<file path="src/rtl/gpio_port_pkg.sv">
package gpio_port_pkg;

    typedef enum logic [2:0] {
        TRG_OFF  = 3'd0,
        TRG_RISE = 3'd1,
        TRG_FALL = 3'd2,
        TRG_ANY  = 3'd3,
        TRG_LOW  = 3'd4,
        TRG_HIGH = 3'd5,
        TRG_RSV6 = 3'd6,
        TRG_RSV7 = 3'd7
    } trig_e;

    typedef enum logic [2:0] {
        SEL_NONE,
        SEL_OUT,
        SEL_SET,
        SEL_CLR,
        SEL_IN,
        SEL_PEND,
        SEL_ACK,
        SEL_CFG
    } sel_e;

    typedef struct packed {
        logic [4:0] en;     // interrupt enable field, bit 2 = first processor
        trig_e      trig;   // trigger code
        logic       drv;    // output driver enable
        logic       od;     // open-drain select
    } pin_cfg_t;

    localparam int EN_CPU0_BIT = 2;

    function automatic logic trig_valid(input trig_e t);
        return (t != TRG_OFF) && (t != TRG_RSV6) && (t != TRG_RSV7);
    endfunction

    function automatic logic [31:0] cfg_pack(input pin_cfg_t c);
        logic [31:0] w;
        w        = '0;
        w[0]     = c.od;
        w[1]     = c.drv;
        w[6:4]   = c.trig;
        w[12:8]  = c.en;
        return w;
    endfunction

    function automatic pin_cfg_t cfg_unpack(input logic [31:0] w);
        pin_cfg_t c;
        c.od   = w[0];
        c.drv  = w[1];
        c.trig = trig_e'(w[6:4]);
        c.en   = w[12:8];
        return c;
    endfunction

endpackage

</file>
<file path="src/rtl/gpio_in_sync.sv">
module gpio_in_sync #(
    parameter int NPINS = 32
) (
    input  logic             clk,
    input  logic             rst_n,
    input  logic [NPINS-1:0] pin_in,
    output logic [NPINS-1:0] level,
    output logic [NPINS-1:0] level_prev
);

    logic [NPINS-1:0] stage1_q;
    logic [NPINS-1:0] stage2_q;
    logic [NPINS-1:0] prev_q;

    always_ff @(posedge clk or negedge rst_n) begin
        if (!rst_n) begin
            stage1_q <= '0;
            stage2_q <= '0;
            prev_q   <= '0;
        end else begin
            stage1_q <= pin_in;
            stage2_q <= stage1_q;
            prev_q   <= stage2_q;
        end
    end

    assign level      = stage2_q;
    assign level_prev = prev_q;


    sync_delay_chk: assert property (@(posedge clk) disable iff (!rst_n)
        level_prev == $past(level));

endmodule

</file>
<file path="src/rtl/gpio_regfile.sv">
module gpio_regfile
    import gpio_port_pkg::*;
#(
    parameter int NPINS = 32,
    parameter int AW    = 8,
    parameter int DW    = 32
) (
    input  logic                  clk,
    input  logic                  rst_n,
    input  logic                  bus_sel,
    input  logic                  bus_wr,
    input  logic [AW-1:0]         bus_addr,
    input  logic [DW-1:0]         bus_wdata,
    output logic [DW-1:0]         bus_rdata,
    input  logic [NPINS-1:0]      level,
    input  logic [NPINS-1:0]      pend,
    output logic [NPINS-1:0]      out_q,
    output pin_cfg_t [NPINS-1:0]  cfg_q,
    output logic [NPINS-1:0]      ack_mask
);

    localparam int IDX_W = AW - 3;

    sel_e             sel;
    logic [IDX_W-1:0] cfg_idx;
    logic             wr_en;
    logic [NPINS-1:0] wmask;

    assign cfg_idx = bus_addr[AW-2:2];
    assign wmask   = bus_wdata[NPINS-1:0];
    assign wr_en   = bus_sel && bus_wr;

    always_comb begin
        sel = SEL_NONE;
        if (bus_sel && (bus_addr[1:0] == 2'b00)) begin
            if (bus_addr[AW-1]) begin
                if (int'(cfg_idx) < NPINS) sel = SEL_CFG;
            end else begin
                unique case (int'(cfg_idx))
                    0:       sel = SEL_OUT;
                    1:       sel = SEL_SET;
                    2:       sel = SEL_CLR;
                    3:       sel = SEL_IN;
                    4:       sel = SEL_PEND;
                    5:       sel = SEL_ACK;
                    default: sel = SEL_NONE;
                endcase
            end
        end
    end

    always_ff @(posedge clk or negedge rst_n) begin
        if (!rst_n) begin
            out_q <= '0;
        end else if (wr_en) begin
            unique case (sel)
                SEL_OUT: out_q <= wmask;
                SEL_SET: out_q <= out_q | wmask;
                SEL_CLR: out_q <= out_q & ~wmask;
                SEL_NONE, SEL_IN, SEL_PEND, SEL_ACK, SEL_CFG: out_q <= out_q;
            endcase
        end
    end

    for (genvar g = 0; g < NPINS; g++) begin : g_cfg
        always_ff @(posedge clk or negedge rst_n) begin
            if (!rst_n) begin
                cfg_q[g] <= '0;
            end else if (wr_en && (sel == SEL_CFG) && (int'(cfg_idx) == g)) begin
                cfg_q[g] <= cfg_unpack(bus_wdata[31:0]);
            end
        end
    end

    assign ack_mask = (wr_en && (sel == SEL_ACK)) ? wmask : '0;

    always_comb begin
        bus_rdata = '0;
        if (bus_sel && !bus_wr) begin
            unique case (sel)
                SEL_OUT:  bus_rdata[NPINS-1:0] = out_q;
                SEL_IN:   bus_rdata[NPINS-1:0] = level;
                SEL_PEND: bus_rdata[NPINS-1:0] = pend;
                SEL_CFG:  bus_rdata[31:0]      = cfg_pack(cfg_q[cfg_idx]);
                SEL_NONE, SEL_SET, SEL_CLR, SEL_ACK: bus_rdata = '0;
            endcase
        end
    end


    set_alias_chk: assert property (@(posedge clk) disable iff (!rst_n)
        (wr_en && sel == SEL_SET) |=> ((out_q & $past(wmask)) == $past(wmask)));


    clr_alias_chk: assert property (@(posedge clk) disable iff (!rst_n)
        (wr_en && sel == SEL_CLR) |=> ((out_q & $past(wmask)) == '0));


    out_hold_chk: assert property (@(posedge clk) disable iff (!rst_n)
        !(wr_en && (sel == SEL_OUT || sel == SEL_SET || sel == SEL_CLR)) |=> $stable(out_q));

endmodule

</file>
<file path="src/rtl/gpio_evt_detect.sv">
module gpio_evt_detect
    import gpio_port_pkg::*;
#(
    parameter int NPINS = 32
) (
    input  logic                  clk,
    input  logic                  rst_n,
    input  logic [NPINS-1:0]      level,
    input  logic [NPINS-1:0]      level_prev,
    input  pin_cfg_t [NPINS-1:0]  cfg_q,
    input  logic [NPINS-1:0]      ack_mask,
    output logic [NPINS-1:0]      pend_q,
    output logic                  irq
);

    logic [NPINS-1:0] hit;
    logic [NPINS-1:0] armed;

    for (genvar g = 0; g < NPINS; g++) begin : g_pin
        logic rise_w;
        logic fall_w;

        assign rise_w = level[g] & ~level_prev[g];
        assign fall_w = ~level[g] & level_prev[g];

        always_comb begin
            hit[g] = 1'b0;
            unique case (cfg_q[g].trig)
                TRG_RISE: hit[g] = rise_w;
                TRG_FALL: hit[g] = fall_w;
                TRG_ANY:  hit[g] = rise_w | fall_w;
                TRG_LOW:  hit[g] = ~level[g];
                TRG_HIGH: hit[g] = level[g];
                TRG_OFF, TRG_RSV6, TRG_RSV7: hit[g] = 1'b0;
            endcase
        end

        // set has priority over acknowledge, so a held level stays pending
        always_ff @(posedge clk or negedge rst_n) begin
            if (!rst_n) pend_q[g] <= 1'b0;
            else        pend_q[g] <= (pend_q[g] & ~ack_mask[g]) | hit[g];
        end

        assign armed[g] = cfg_q[g].en[EN_CPU0_BIT] & trig_valid(cfg_q[g].trig);


        off_code_chk: assert property (@(posedge clk) disable iff (!rst_n)
            !trig_valid(cfg_q[g].trig) |=> !$rose(pend_q[g]));


        ack_clears_chk: assert property (@(posedge clk) disable iff (!rst_n)
            (ack_mask[g] && !hit[g]) |=> !pend_q[g]);


        level_hold_chk: assert property (@(posedge clk) disable iff (!rst_n)
            ((cfg_q[g].trig == TRG_HIGH && level[g]) ||
             (cfg_q[g].trig == TRG_LOW && !level[g])) |=> pend_q[g]);


        rise_edge_chk: assert property (@(posedge clk) disable iff (!rst_n)
            (cfg_q[g].trig == TRG_RISE && level[g] && !level_prev[g]) |=> pend_q[g]);
    end

    assign irq = |(pend_q & armed);


    irq_source_chk: assert property (@(posedge clk) disable iff (!rst_n)
        irq |-> (pend_q != '0));

endmodule

</file>
<file path="src/rtl/gpio_port_ctrl.sv">
module gpio_port_ctrl
    import gpio_port_pkg::*;
#(
    parameter int NPINS = 32,
    parameter int AW    = 8,
    parameter int DW    = 32
) (
    input  logic             clk,
    input  logic             rst_n,
    input  logic             bus_sel,
    input  logic             bus_wr,
    input  logic [AW-1:0]    bus_addr,
    input  logic [DW-1:0]    bus_wdata,
    output logic [DW-1:0]    bus_rdata,
    input  logic [NPINS-1:0] pin_in,
    output logic [NPINS-1:0] pad_out,
    output logic [NPINS-1:0] pad_oe,
    output logic             irq
);

    logic [NPINS-1:0]     level;
    logic [NPINS-1:0]     level_prev;
    logic [NPINS-1:0]     out_q;
    logic [NPINS-1:0]     pend_q;
    logic [NPINS-1:0]     ack_mask;
    pin_cfg_t [NPINS-1:0] cfg_q;

    gpio_in_sync #(.NPINS(NPINS)) u_sync (
        .clk        (clk),
        .rst_n      (rst_n),
        .pin_in     (pin_in),
        .level      (level),
        .level_prev (level_prev)
    );

    gpio_regfile #(.NPINS(NPINS), .AW(AW), .DW(DW)) u_regs (
        .clk       (clk),
        .rst_n     (rst_n),
        .bus_sel   (bus_sel),
        .bus_wr    (bus_wr),
        .bus_addr  (bus_addr),
        .bus_wdata (bus_wdata),
        .bus_rdata (bus_rdata),
        .level     (level),
        .pend      (pend_q),
        .out_q     (out_q),
        .cfg_q     (cfg_q),
        .ack_mask  (ack_mask)
    );

    gpio_evt_detect #(.NPINS(NPINS)) u_evt (
        .clk        (clk),
        .rst_n      (rst_n),
        .level      (level),
        .level_prev (level_prev),
        .cfg_q      (cfg_q),
        .ack_mask   (ack_mask),
        .pend_q     (pend_q),
        .irq        (irq)
    );

    for (genvar g = 0; g < NPINS; g++) begin : g_pad
        always_comb begin
            if (cfg_q[g].od) begin
                pad_out[g] = 1'b0;
                pad_oe[g]  = cfg_q[g].drv & ~out_q[g];
            end else begin
                pad_out[g] = out_q[g];
                pad_oe[g]  = cfg_q[g].drv;
            end
        end


        od_low_only_chk: assert property (@(posedge clk) disable iff (!rst_n)
            cfg_q[g].od |-> (!pad_out[g] && !(pad_oe[g] && out_q[g])));
    end

endmodule

</file>
<file path="config.mk">
export PLATFORM = sky130hd
export DESIGN_NAME = gpio_port_ctrl
export DESIGN_NICKNAME = d
export VERILOG_FILES = /design/src/rtl/gpio_port_pkg.sv /design/src/rtl/gpio_in_sync.sv /design/src/rtl/gpio_regfile.sv /design/src/rtl/gpio_evt_detect.sv /design/src/rtl/gpio_port_ctrl.sv
export SDC_FILE = /design/constraint.sdc
export NUM_CORES = 1
export LEC_CHECK = 0
export BUFFER_PORTS_ARGS = -buffer_cell sky130_fd_sc_hd__buf_2
export CORE_ASPECT_RATIO = 1.1
export CORE_MARGIN = 3
export CORE_UTILIZATION = 55
export CTS_CLUSTER_DIAMETER = 150
export CTS_CLUSTER_SIZE = 30
export DETAILED_ROUTE_END_ITERATION = 12
export PLACE_DENSITY = 0.88
export SLEW_MARGIN = 20
export SYNTH_ARGS = -nofsm -noshare
export SYNTH_HDL_FRONTEND = slang
export SYNTH_SLANG_ARGS = --single-unit
</file>
<file path="constraint.sdc">
create_clock -name clk -period 1.95 [get_ports clk]
set_input_delay 0.2925 -clock clk [delete_from_list [all_inputs] [get_ports clk]]
set_output_delay 0.2925 -clock clk [all_outputs]
set_load 0.01 [all_outputs]
</file>
==> flow_summary.json <==
{
  "htreeDepth": 1,
  "fillCellCount": 2704,
  "num_vias": 20500,
  "insertion_delay_ns": 0.59,
  "gp_congestion": 0.987,
  "die_w_um": 205,
  "final_util": 0.722,
  "ys_seq_elements": 480,
  "grt_pass1_vias": 21500,
  "setup_slack_ns": -0.873,
  "layout-drive-gt1-share": 0.428,
  "wl_um": 85300,
  "cts_tree": "done",
  "finalCriticalPeriod_ns": 2.82,
  "yosys.area.top_type": "dfrtp_1",
  "ff2ff_setup_slack_ns": 0.37,
  "dominantRegCellSynth": "dfrtp_1",
  "clk_pin_slew_ns": 0.12,
  "first_pass_iters": 5,
  "worstHoldEndpoint": "u_regs.out_q[7]",
  "start_util": 0.563,
  "holdWs_ns": 0.0456,
  "finalSetupTns_ns": -19.24,
  "preCtsSetupSlack_ns": -0.704,
  "core_um2": 42700,
  "hp-class": "in -> reg",
  "synth_seq_area_share": 0.500,
  "rsz0062_at_grt": "yes",
  "skew_ns": 0.0256,
  "synth_edf_count": 0,
  "ant_nets": 0,
  "critPathCaptureType": "output port",
  "clkSinkCount": 480,
  "grt_pass1_wl_um": 127000,
  "synth_nets": 2234,
  "arrival_ns": 2.53,
  "cts_buffers": 19,
  "status": "complete, but fails checks",
  "pin_count": 173,
  "syn2layout_area_growth_pct": 28.2,
  "cts_buffer_depth": 3,
  "finalHoldViolCount": 0,
  "reg2reg_depth": 7,
  "place_inst": 3107,
  "worstHoldStart": "bus_wdata[7]",
  "rr_startpoint": "u_sync.level[29]",
  "slew_violations": 0,
  "syn_inst": 2094,
  "ir_worst_vdd_mv": 0.542,
  "drt_iter0_markers": 2222,
  "synth.distinct_cells": 59,
  "cp-start-kind": "flip-flop",
  "avgViaCountPerCell": 6.41,
  "overflow": 0,
  "syn-mean-instance-area_um2": 11.5,
  "finalCritPeriodShare": 1.45,
  "r2r_end": "u_evt.pend_q[29]",
  "whs_path_depth": 2,
  "power_density_nw_per_um2": 583,
  "grt_util_all_layers": 0.360,
  "synth_warnings": 0,
  "relSlewSlack": 0.482,
  "worstPathRequired_ns": 1.66,
  "syn_area_um2": 24000,
  "std_cell_rows": 79,
  "place_hpwl_um": 58900,
  "power_leakage_nw": 15.1,
  "dieArea_um2": 46200,
  "crit_fanout": 2,
  "stdcell_count": 3203,
  "async_flop_share": 1.00,
  "synth_top_cell_area_share": 0.500,
  "antenna_found_initial": 2,
  "die_h_um": 225,
  "wire_per_inst_um": 26.6,
  "worst-setup-path-type": "reg -> out",
  "tightest_slew_ns": 0.777,
  "violations": "setup timing",
  "layout.nets": 2776,
  "cts-root-buf": "clkbuf_16",
  "synth_area_leaders": "dfrtp_1 (50%), mux2_2 (16%), nand2_1 (3.7%)",
  "setup-violations-final": 35,
  "fmax_mhz": 354,
  "io_buffers": 172,
  "cap_violations": 0,
  "grt_max_degree": 72,
  "route.detailed.drc": 0
}
[through the flow]
step	area, µm²	power, mW
2_1_floorplan	24200	11.7
3_3_place_gp	28800	12.8
3_5_place_dp	28800	13.0
4_1_cts	30500	17.9
5_1_grt	30800	18.5
6_report	30800	18.0
[metal layers]
layer | GRT usage | wire (µm)
met2 | 0.586 | 39900
met3 | 0.0779 | 9050
met1 | 0.434 | 29400
met4 | 0.232 | 6930
met5 | 0 | 29
[what timing repair did]
item,CTS,global route
hold buffers,54,0
resized for setup,115,58
setup buffers,22,6
pin swaps,66,40
hold endpoints to repair,172,0
cloned,4,3
endpoints found under the setup margin,37,77
[cell usage after synthesis, drive strengths merged, types with 3 or more instances]
| cell type | n |
|---|---|
| a21oi | 57 |
| o211ai | 4 |
| xnor2 | 32 |
| a21boi | 32 |
| nand3b | 3 |
| nor2b | 48 |
| mux4 | 25 |
| buf | 44 |
| a221oi | 17 |
| nand4 | 5 |
| nor4 | 3 |
| a2111oi | 3 |
| o22ai | 20 |
| nand2b | 6 |
| a31oi | 8 |
| dfrtp | 480 |
| and2 | 5 |
| mux2 | 343 |
| inv | 75 |
| a32oi | 6 |
| o21a | 6 |
| a22oi | 19 |
| mux2i | 87 |
| o21ai | 173 |
| clkbuf | 68 |
| nor2 | 43 |
| ha | 64 |
| a211oi | 16 |
| or2 | 4 |
| nor3 | 45 |
| nand3 | 42 |
| a22o | 53 |
| nand2 | 236 |
[power breakdown]
part           switching [mW]  internal [mW]  total, mW
logic                    1.39           1.11       2.50
clock network            3.12           1.79       4.90
registers               0.302           10.3       10.6
total                    4.81           13.2       18.0
[kinds of logic after synthesis]
family                     share of synthesized area
AOI/OAI and AO/OA                              0.112
and+or+nand+nor                               0.0894
xor gates and xnor gates                      0.0117
muxes                                          0.220
adders and majority gates                     0.0333
DFF                                            0.500
buffers and inverters                         0.0332
[worst max-delay path by stage]
stage | to | slack, ns | depth (start not counted) | from
finish | irq | -0.87 | 8 | u_regs.cfg_q[272]
global route | bus_rdata[5] | -0.83 | 8 | u_regs.cfg_q[283]
CTS | irq | -0.74 | 8 | u_regs.cfg_q[232]
detailed placement | bus_rdata[12] | -0.70 | 9 | bus_addr[4]
global placement | bus_rdata[12] | -0.65 | 9 | bus_addr[4]
floorplan | bus_rdata[21] | -0.18 | 8 | bus_addr[7]
[final cells by class]
class / count / area, µm² / area share
multi-input combinational: 1426 / 12000 / 0.390
clock buffer: 19 / 475 / 0.0154
antenna: 1 / 2.50 / 0.0000812
tap: 567 / 709 / 0.0230
clock inverter: 1 / 8.76 / 0.000284
sequential: 480 / 12000 / 0.390
inverter: 76 / 285 / 0.00926
timing repair buffer: 633 / 5300 / 0.172
[registers in the layout, summed over array words and instances, names as in the netlist]
register,count
u_sync.level,32
u_evt.pend_q,32
u_regs.out_q,32
u_sync.stage1_q,32
u_regs.cfg_q,320
u_sync.level_prev,32
[critical path, cell delays in order (launching register included)]
cell and delay [ns]:
dfrtp_1 0.41, nor3_2 0.23, a21oi_2 0.08, a31oi_1 0.20
buf_4 0.19, nand4_1 0.19, nor3_4 0.25, nand4_1 0.20
buf_2 0.19
[placed cells by master, fill, tap and decap left out, drive strengths merged, types with 25 or more instances in the layout]
master | synthesis | layout
a21boi | 32 | 32
a21oi | 57 | 57
a22o | 53 | 53
buf | 44 | 575
dfrtp | 480 | 480
dlygate4sd3 | 0 | 54
ha | 64 | 64
inv | 75 | 76
mux2 | 343 | 343
mux2i | 87 | 87
mux4 | 25 | 25
nand2 | 236 | 236
nand3 | 42 | 42
nor2 | 43 | 43
nor2b | 48 | 48
nor3 | 45 | 45
o21ai | 173 | 173
xnor2 | 32 | 32
(Power assumes the default switching activity.)
